`config.mk`:
```
export PLATFORM = sky130hd
export DESIGN_NAME = dfjoin_unit
export DESIGN_NICKNAME = d
export VERILOG_FILES = /design/src/rtl/dfjoin_pkg.sv /design/src/rtl/dfjoin_slot.sv /design/src/rtl/dfjoin_store.sv /design/src/rtl/dfjoin_unit.sv
export SDC_FILE = /design/constraint.sdc
export NUM_CORES = 2
export LEC_CHECK = 0
export BUFFER_PORTS_ARGS = -buffer_cell sky130_fd_sc_hd__buf_2
export CAP_MARGIN = 20
export CORE_MARGIN = 8
export CORE_UTILIZATION = 30
export CTS_CLUSTER_SIZE = 16
export DETAILED_ROUTE_END_ITERATION = 8
export GPL_TIMING_DRIVEN = 0
export PLACE_DENSITY_LB_ADDON = 0.08
export SETUP_SLACK_MARGIN = 0.15
export SLEW_MARGIN = 10
export SYNTH_ARGS = -nofsm -noshare
export SYNTH_HDL_FRONTEND = slang
export SYNTH_SLANG_ARGS = --single-unit
```
`constraint.sdc`:
```
create_clock -name clk_i -period 2.5 [get_ports clk_i]
set_input_delay 0.375 -clock clk_i [delete_from_list [all_inputs] [get_ports clk_i]]
set_output_delay 0.375 -clock clk_i [all_outputs]
set_load 0.01 [all_outputs]
```
`src/rtl/dfjoin_pkg.sv`:
```
package dfjoin_pkg;
  localparam int unsigned OPS = 3;
  localparam int unsigned POS_W = 2;

  typedef enum logic {
    JOIN_MASK  = 1'b0,
    JOIN_COUNT = 1'b1
  } join_mode_e;
endpackage

```
`src/rtl/dfjoin_slot.sv`:
```
module dfjoin_slot
  import dfjoin_pkg::*;
(
  input  logic             clk_i,
  input  logic             rst_ni,
  input  logic             arm_i,
  input  join_mode_e       arm_mode_i,
  input  logic             hit_i,
  input  logic [POS_W-1:0] pos_i,
  output logic             armed_o,
  output logic             complete_o
);
  logic [OPS-1:0] st_q, st_next;
  join_mode_e     mode_q;
  logic           armed_q;

  always_comb begin
    if (mode_q == JOIN_COUNT) st_next = st_q - OPS'(1);
    else                      st_next = st_q & ~(OPS'(1) << pos_i);
  end

  assign armed_o    = armed_q;
  assign complete_o = hit_i && armed_q && (st_next == '0);

  always_ff @(posedge clk_i or negedge rst_ni) begin
    if (!rst_ni) begin
      armed_q <= 1'b0;
      mode_q  <= JOIN_MASK;
      st_q    <= '0;
    end else if (arm_i) begin
      // reload wins over a same-cycle arrival
      armed_q <= 1'b1;
      mode_q  <= arm_mode_i;
      st_q    <= (arm_mode_i == JOIN_COUNT) ? OPS'(OPS) : '1;
    end else if (hit_i && armed_q) begin
      st_q <= st_next;
      if (st_next == '0) armed_q <= 1'b0;
    end
  end

  a_r3_armed_pending: assert property (@(posedge clk_i) disable iff (!rst_ni)
    armed_q |-> st_q != '0);

  a_r8_disarm_after_fire: assert property (@(posedge clk_i) disable iff (!rst_ni)
    complete_o && !arm_i |=> !armed_o);

  a_r4_dup_stable: assert property (@(posedge clk_i) disable iff (!rst_ni)
    hit_i && armed_q && mode_q == JOIN_MASK && pos_i != 2'd3 &&
    !st_q[pos_i] && !arm_i |=> $stable(st_q) && armed_o);

  a_r5_count_step: assert property (@(posedge clk_i) disable iff (!rst_ni)
    hit_i && armed_q && mode_q == JOIN_COUNT && !arm_i |=>
    st_q == $past(st_q) - OPS'(1));
endmodule

```
`src/rtl/dfjoin_store.sv`:
```
module dfjoin_store
  import dfjoin_pkg::*;
#(
  parameter int unsigned NODES  = 8,
  parameter int unsigned DATA_W = 32,
  localparam int unsigned IDX_W = $clog2(NODES),
  localparam int unsigned ROW_W = OPS * DATA_W
) (
  input  logic              clk_i,
  input  logic              rst_ni,
  input  logic              wr_en_i,
  input  logic [IDX_W-1:0]  wr_node_i,
  input  logic [POS_W-1:0]  wr_pos_i,
  input  logic [DATA_W-1:0] wr_data_i,
  input  logic [IDX_W-1:0]  rd_node_i,
  output logic [ROW_W-1:0]  rd_ops_o
);
  logic [ROW_W-1:0] mem_q [NODES];

  // read with bypass of the write in flight, so the completing operand is seen
  always_comb begin
    rd_ops_o = mem_q[rd_node_i];
    if (wr_en_i && wr_node_i == rd_node_i)
      rd_ops_o[int'(wr_pos_i)*DATA_W +: DATA_W] = wr_data_i;
  end

  always_ff @(posedge clk_i or negedge rst_ni) begin
    if (!rst_ni) begin
      for (int i = 0; i < int'(NODES); i++) mem_q[i] <= '0;
    end else if (wr_en_i) begin
      mem_q[wr_node_i][int'(wr_pos_i)*DATA_W +: DATA_W] <= wr_data_i;
    end
  end

  a_r2_pos_in_range: assert property (@(posedge clk_i) disable iff (!rst_ni)
    wr_en_i |-> wr_pos_i < POS_W'(OPS));
endmodule

```
`src/rtl/dfjoin_unit.sv`:
```
module dfjoin_unit
  import dfjoin_pkg::*;
#(
  parameter int unsigned NODES  = 8,
  parameter int unsigned DATA_W = 32,
  localparam int unsigned IDX_W = $clog2(NODES),
  localparam int unsigned ROW_W = OPS * DATA_W
) (
  input  logic              clk_i,
  input  logic              rst_ni,
  input  logic              arm_valid_i,
  input  logic [IDX_W-1:0]  arm_node_i,
  input  logic              arm_mode_i,
  input  logic              msg_valid_i,
  input  logic [IDX_W-1:0]  msg_node_i,
  input  logic [1:0]        msg_pos_i,
  input  logic [DATA_W-1:0] msg_data_i,
  output logic              fire_valid_o,
  output logic [IDX_W-1:0]  fire_node_o,
  output logic [ROW_W-1:0]  fire_ops_o,
  output logic              nofire_o,
  output logic              err_o
);
  logic [NODES-1:0] armed, complete;
  logic             pos_ok, accept, complete_any;
  logic [ROW_W-1:0] rd_ops;

  assign pos_ok = msg_pos_i != 2'd3;

  for (genvar g = 0; g < int'(NODES); g++) begin : g_slot
    dfjoin_slot u_slot (
      .clk_i     (clk_i),
      .rst_ni    (rst_ni),
      .arm_i     (arm_valid_i && arm_node_i == IDX_W'(g)),
      .arm_mode_i(join_mode_e'(arm_mode_i)),
      .hit_i     (msg_valid_i && pos_ok && msg_node_i == IDX_W'(g)),
      .pos_i     (msg_pos_i),
      .armed_o   (armed[g]),
      .complete_o(complete[g])
    );
  end

  assign accept       = msg_valid_i && pos_ok && armed[msg_node_i];
  assign complete_any = |complete;

  dfjoin_store #(.NODES(NODES), .DATA_W(DATA_W)) u_store (
    .clk_i    (clk_i),
    .rst_ni   (rst_ni),
    .wr_en_i  (accept),
    .wr_node_i(msg_node_i),
    .wr_pos_i (msg_pos_i),
    .wr_data_i(msg_data_i),
    .rd_node_i(msg_node_i),
    .rd_ops_o (rd_ops)
  );

  always_ff @(posedge clk_i or negedge rst_ni) begin
    if (!rst_ni) begin
      fire_valid_o <= 1'b0;
      fire_node_o  <= '0;
      fire_ops_o   <= '0;
      nofire_o     <= 1'b0;
      err_o        <= 1'b0;
    end else begin
      fire_valid_o <= complete_any;
      nofire_o     <= accept && !complete_any;
      err_o        <= msg_valid_i && !accept;
      if (complete_any) begin
        fire_node_o <= msg_node_i;
        fire_ops_o  <= rd_ops;
      end
    end
  end

  a_r8_single_complete: assert property (@(posedge clk_i) disable iff (!rst_ni)
    $onehot0(complete));

  a_r7_fire_nofire_excl: assert property (@(posedge clk_i) disable iff (!rst_ni)
    !(fire_valid_o && nofire_o));

  a_r2_err_silent: assert property (@(posedge clk_i) disable iff (!rst_ni)
    err_o |-> !fire_valid_o && !nofire_o);

  a_r2_bad_pos_err: assert property (@(posedge clk_i) disable iff (!rst_ni)
    msg_valid_i && !pos_ok |=> err_o);

  a_r6_fire_from_arrival: assert property (@(posedge clk_i) disable iff (!rst_ni)
    fire_valid_o |-> $past(msg_valid_i) && fire_node_o == $past(msg_node_i));
endmodule

```
[Yosys cells after proc, flatten, opt, wreduce, memory -nomap -nowiden]
Index checks and enable logic that the tools add are counted.
Operators by class
  $add $sub $neg: 9
  order comparisons: 3
  equal/unequal tests: 15
  shift operators: 3
  muxes and demuxes: 59
  bitwise operators: 10
  reduce and logical (&&, ||, !) cells: 74
Operator list (count)
  $bwmux 768: 1
  $mux 96: 4
  $bmux 96 s3: 1
  $demux 96 s3: 1
  $bwmux 96: 1
  $shift 32x34->96 const A: 1
  $shiftx 32x34->96: 1
  $mux 3: 25
  $logic_and 1x1->1: 37
  $neg 7->34: 1
  $reduce_bool 2->1: 16
  $logic_not 3->1: 10
  $mux 1: 25
  $and 3x3->3: 8
  $eq 3x3->1 const B: 8
  $sub 3x1->3 const B: 8
  $reduce_and 2->1: 8
  $eq 3x2->1 const B: 4
  $reduce_or 8->1: 1
  $eq 3x1->1 const B: 2
  $ge 4x4->1 const B: 1
  $lt 3x4->1 const B: 1
  $lt 4x1->1 const B: 1
  $not 3->4: 1
  other kinds (5): 6
Word-level totals
  register bits after elaboration: 910
  input port bits: 45
  output and inout bits: 102
  logic and storage cells: 210

[Logic depth before layout (Yosys ltp)]
  word-level depth: 9
  depth in mapped cells: 11
  mapped depth without buffers: 8

[Modules after synthesis]
From an unflattened synthesis, not the netlist that was laid out.
Second synthesis, totals
  cells, all modules: 3590
  area total of the unflattened synthesis: 40988.1 um^2
Modules (own cells, without submodules)
  dfjoin_store: times used 1, cells each 3068, area an instance 34137.7 um^2, seq. area each 19218.4 um^2
  dfjoin_unit: times used 1, cells each 250, area an instance 4337.9 um^2, seq. area each 2552.4 um^2
  dfjoin_slot: times used 8, cells each 34, area an instance 314.1 um^2, seq. area each 125.1 um^2

[Least setup slack after synthesis]
OpenSTA, ideal clock, no wires.
  path type: input to register
  start point: in msg_pos_i[1]
  end point: reg fire_node_o[1]
  library setup time: 0.127 ns
  arrival: 2.365 ns
  required time: 2.373 ns
  setup slack: 0.007 ns
  stages: 10
  buffers on the path: 3
  path through: inv_1 -> ha_1 -> clkbuf_1 -> o221a_2 -> o2111ai_1 -> nand4_2 -> nor2_4 -> buf_6 -> buf_6 -> mux2_1
Between the ends
  longest elaborated chain between the ends: 7
  elaborated cells between the ends (all ways): 53
  those cells by class: eq/ne (1); shift (1); mux (8); bitwise (9); reduce/logical (34)
Ends and longest elaborated chain
  from (decl): line dfjoin_unit.sv:16  | input logic [1:0] msg_pos_i,
  $shl 1x2->3: line dfjoin_slot.sv:19  | else st_next = st_q & ~(OPS'(1) << pos_i);
  $not 3->3: line dfjoin_slot.sv:19
  $and 3x3->3: line dfjoin_slot.sv:19
  $mux 3: line dfjoin_slot.sv:18  | if (mode_q == JOIN_COUNT) st_next = st_q - OPS'(1);
  $logic_not 3->1: line dfjoin_slot.sv:23  | assign complete_o = hit_i && armed_q && (st_next == '0);
  $logic_and 1x1->1: line dfjoin_slot.sv:23
  $reduce_or 8->1 (*): line dfjoin_unit.sv:44  | assign complete_any = |complete;
  to (signal assigned): line dfjoin_unit.sv:69  | fire_node_o <= msg_node_i;
  to (decl): line dfjoin_unit.sv:19  | output logic [IDX_W-1:0] fire_node_o,
Every way passes the cells marked *; elsewhere a longest branch is shown, timed or not.
A chain may end at the register's enable or synchronous reset.

[Worst setup path after layout]
  start point: reg g_slot[2].u_slot.armed_q
  end point: reg u_store.mem_q[421] (netlist name)
Between the ends
  longest elaborated chain between the ends: 3
Ends and longest elaborated chain
  from (decl): line dfjoin_slot.sv:15  | logic armed_q;
  from (signal assigned): line dfjoin_slot.sv:27  | armed_q <= 1'b0;
  from (signal assigned): line dfjoin_slot.sv:32  | armed_q <= 1'b1;
  from (signal assigned): line dfjoin_slot.sv:37  | if (st_next == '0) armed_q <= 1'b0;
  $bmux 1 s3: line dfjoin_unit.sv:43  | assign accept = msg_valid_i && pos_ok && armed[msg_node_i];
  $mux 1 (implied by the code): line dfjoin_unit.sv:43
  $logic_and 1x1->1: line dfjoin_unit.sv:43
  to (signal, indexed assignment): line dfjoin_store.sv:31  | mem_q[wr_node_i][int'(wr_pos_i)*DATA_W +: DATA_W] <= wr_data_i;
  to (decl): line dfjoin_store.sv:18  | logic [ROW_W-1:0] mem_q [NODES];
Every way passes these cells. The select of a mux whose other input is x is not followed.

==> key figures <==
Status
  • Status: finished, violations left
  • Failing checks: setup timing

Drt
  • Routed vias: between 30000 and 40000
  • Avg WL per Cell: roughly 25 um
  • Detail Route Antenna Nets: 0
  • Pre-Repair DR Iteration Count: 5
  • Wirelength, routed: 150 mm
  • Drt drc: 0
  • Via/cell ratio: just over 5
  • Starting DRT DRC Count: ~2000

Worst setup path
  • Critical path's top delay family: buffers and inverters
  • CP Launch Type: flip-flop
  • Worst-path fanout max: 5
  • WS Path Type: reg -> reg
  • CP Capture Type: flip-flop
  • Worst path max stage delay: 0.38 ns
  • Most Frequent Cell on Critical Path: buf_12
  • Critical path cell sequence: mux2i_1 -> a211o_2 -> nor4b_4 -> buf_6 -> buf_8 -> buf_12 -> buf_12 -> nand3_4 -> buf_12 -> buf_12 -> nand2_1 -> o21ai_1
  • Crit path arrival time: 3.08 ns
  • Worst path buffer plus inverter count: 6
  • WP data required: roughly 3 ns
  • Worst-path cell with the longest stage delay: a211o_2

Floorplan
  • Starting Density: 0.303
  • Ports: approximately 150
  • Die area: roughly 0.15 mm^2
  • Horiz. Die Dim: approximately 380 um
  • Area of the core: 0.134 mm^2
  • Row cnt: between 100 and 150
  • Die extent in y: 383 um

Pwr
  • Leak pwr: about 23 nW
  • Combinational share of power: 0.133
  • Pwr per Cell Area: approximately 800 mW/mm^2
  • Sw Share: 0.264
  • Power Internal: between 20 and 30 mW
  • Net Switching: 10.6 mW
  • Flop pwr share: 0.421
  • Clk pwr share: 0.445
  • Maximum vdd ir drop: 448 uV

Finish
  • Layout cells sized above 1: 0.267
  • # nets final: a little over 4000
  • Commonest non-fill, non-tap cell in the layout: dfrtp_1
  • Most frequent cells in the layout: 910 x dfrtp_1, 817 x nand2_1, 524 x o21ai_0, 259 x o21ai_1, 210 x buf_2
  • Synthesis-to-finish area growth: 24.9%

Timing
  • Final setup fails: 1
  • Setup TNS: -0.000229 ns
  • Worst slew margin: 0.427
  • Final Hold Fails: 0
  • Worst Tran Pin Value: around 0.86 ns
  • Minimum clock period: approximately 2.5 ns
  • Period utilization: 1.00
  • Hold slack: around 0.071 ns
  • RSZ-0062 raised after global routing: true
  • Final worst slack: -0.000229 ns
  • Highest clock rate: about 400 MHz
  • Max Clock Skew: roughly 0.026 ns
  • Final Max Tran Viols: 0

Clock network
  • Worst-path clk slew: around 0.060 ns
  • Htree depth: 3
  • Clk_lat worst skew: just over 0.7 ns
  • CTS tree: yes
  • CTS Buffer Depth: 3
  • Root Buffer: clkbuf_16
  • Number of CTS-inserted buffers: ~110
  • Clock Sinks: just over 900

Global routing
  • Initial antenna violation count: 3
  • Total GRT Usage: 0.203
  • Global-route wire length before repair: approximately 220 mm
  • Vias in the first global route: around 32000
  • Largest net degree at the start of global routing: 137
  • Overflow after GRT: 0

Placed design
  • Buffers on Ports: 144
  • HPWL after DPL: 99.2 mm
  • Routability Congestion: 0.781

Synthesis
  • Share of the synthesized area in the top cell type: 0.563
  • Post-Syn Area: 0.0405 mm^2
  • Cells taking the most area after synthesis: dfrtp_1 56%, mux4_2 11%, nand2_1 8.1%
  • Count of cell types in the netlist: 52
  • Ys Warns: 0
  • Cell count after synthesis: 3696
  • Post-synth top area cell: dfrtp_1
  • Seq/Total Area, Yosys: 0.563
  • Net Count, Synth: 3753
  • #FFs+latches synth: between 900 and 1000
  • Syn_area_per_cell: 11.0 um^2

Min path
  • Worst min path class: in -> reg

Run
  • Max-Cap Viols: 0
power by group through the flow:
| stage | Clock [mW] | Combinational [mW] | Sequential [mW] |
|---|---|---|---|
| floorplan | 0 | 2.47 | 17.1 |
| global placement | 0 | 4.81 | 17.1 |
| detailed placement | 0 | 4.90 | 17.1 |
| CTS | 18.3 | 5.30 | 16.8 |
| global route | 18.9 | 5.88 | 17.0 |
| finish | 17.8 | 5.33 | 16.8 |
synth_stat cells, drive strengths merged:
cell type    n
dfrtp      910
nand2      872
o21ai      803
mux4       192
clkbuf     145
buf        130
mux2        98
nor2b       89
a21oi       65
a211oi      64
nand3       64
inv         57
mux2i       36
o22ai       32
nor2        28
o211ai      14
ha          12
nand3b      10
and3         9
nand4        9
a21o         8
nor3b        7
o31ai        7
xor2         7
and2         5
a31oi        4
a211o        3
a22oi        3
nor4b        3
a22o         1
and3b        1
and4b        1
nand4b       1
nand4bb      1
nor3         1
o2111ai      1
o21bai       1
o221a        1
or3          1
layout make-up:
| cell class | instances | area, um^2 |
|---|---|---|
| Timing Repair Buffer | 242 | 2110 |
| Multi-Input combinational cell | 2459 | 17000 |
| Tap cell | 1768 | 2210 |
| Antenna cell | 2 | 5.00 |
| Buffer | 274 | 2260 |
| Clock inverter | 52 | 737 |
| Clock buffer | 159 | 3300 |
| Sequential cell | 910 | 22800 |
| Inverter | 57 | 214 |
| Fill cell | 13293 | 83000 |
cell families (layout without fill, tap and decap cells):
family / count (synthesis) / after routing / share of synthesized area
simple gates: 1102 / 1107 / 0.120
other cells: 0 / 2 / 0
xor+xnor: 7 / 7 / 0.00151
fa+ha+maj: 12 / 12 / 0.00371
mux: 326 / 326 / 0.143
flops: 910 / 910 / 0.563
buf+inv: 332 / 784 / 0.0372
compound gates: 1007 / 1007 / 0.132
path summary, 6_finish.rpt:
check	from	end	slack, ns	cells past startpoint
min	msg_data_i[29]	u_store.mem_q[221]	0.07	3
min in group asynchronous	rst_ni	g_slot[6].u_slot.st_q[0]	0.28	2
max reg2reg	g_slot[2].u_slot.armed_o	u_store.mem_q[421]	-0.0002	12
max	g_slot[2].u_slot.armed_o	u_store.mem_q[421]	-0.0002	12
min reg2reg	u_store.mem_q[589]	u_store.mem_q[589]	0.47	2
max in group asynchronous	rst_ni	fire_ops_o[47]	0.39	4
metrics by stage:
step | setup WS, ns | area, um^2 | util | power (mW) | cells
5_1_grt | -0.0559 | 50600 | 0.378 | 41.8 | 5921
3_3_place_gp | -20.85 | 43400 | 0.325 | 21.9 | 5608
6_report | -0.000229 | 50600 | 0.379 | 40.0 | 5923
4_1_cts | 0.00875 | 49600 | 0.371 | 40.4 | 5901
2_1_floorplan | 0.152 | 40500 | - | 19.6 | 3696
3_5_place_dp | -1.74 | 43700 | 0.327 | 22.0 | 5619
state kept, by name, indices dropped and copies added, names as in the netlist:
signal,cells
u_store.mem_q,768
fire_ops_o,96
g_slot.u_slot.st_q,24
g_slot.u_slot.armed_o,8
g_slot.u_slot.mode_q,8
fire_node_o,3
err_o,1
fire_valid_o,1
nofire_o,1
layer usage:
layer | GRT usage | vias to the layer above | wire length (um)
met5 | 0 | - | 13
met4 | 0.0544 | 2 | 3230
met3 | 0.0271 | 177 | 5870
met2 | 0.329 | 552 | 70800
met1 | 0.285 | 15771 | 70200
li1 | - | 13766 | -
what timing repair did:
action                                  CTS  global route
buffers inserted                         50            15
resized for setup                       307           385
pin swaps                                31            30
endpoints found under the setup margin  869           859
endpoints found under the hold margin   117             0
hold buffers                              7             0
cloned                                   15             5
worst min-delay path, delay by kind of cell:
kind	cells	cell delay (ns)
compound gates	1	0.07
buf+inv	1	0.19
simple gates	1	0.09
Power figures use the tool's default switching activity.
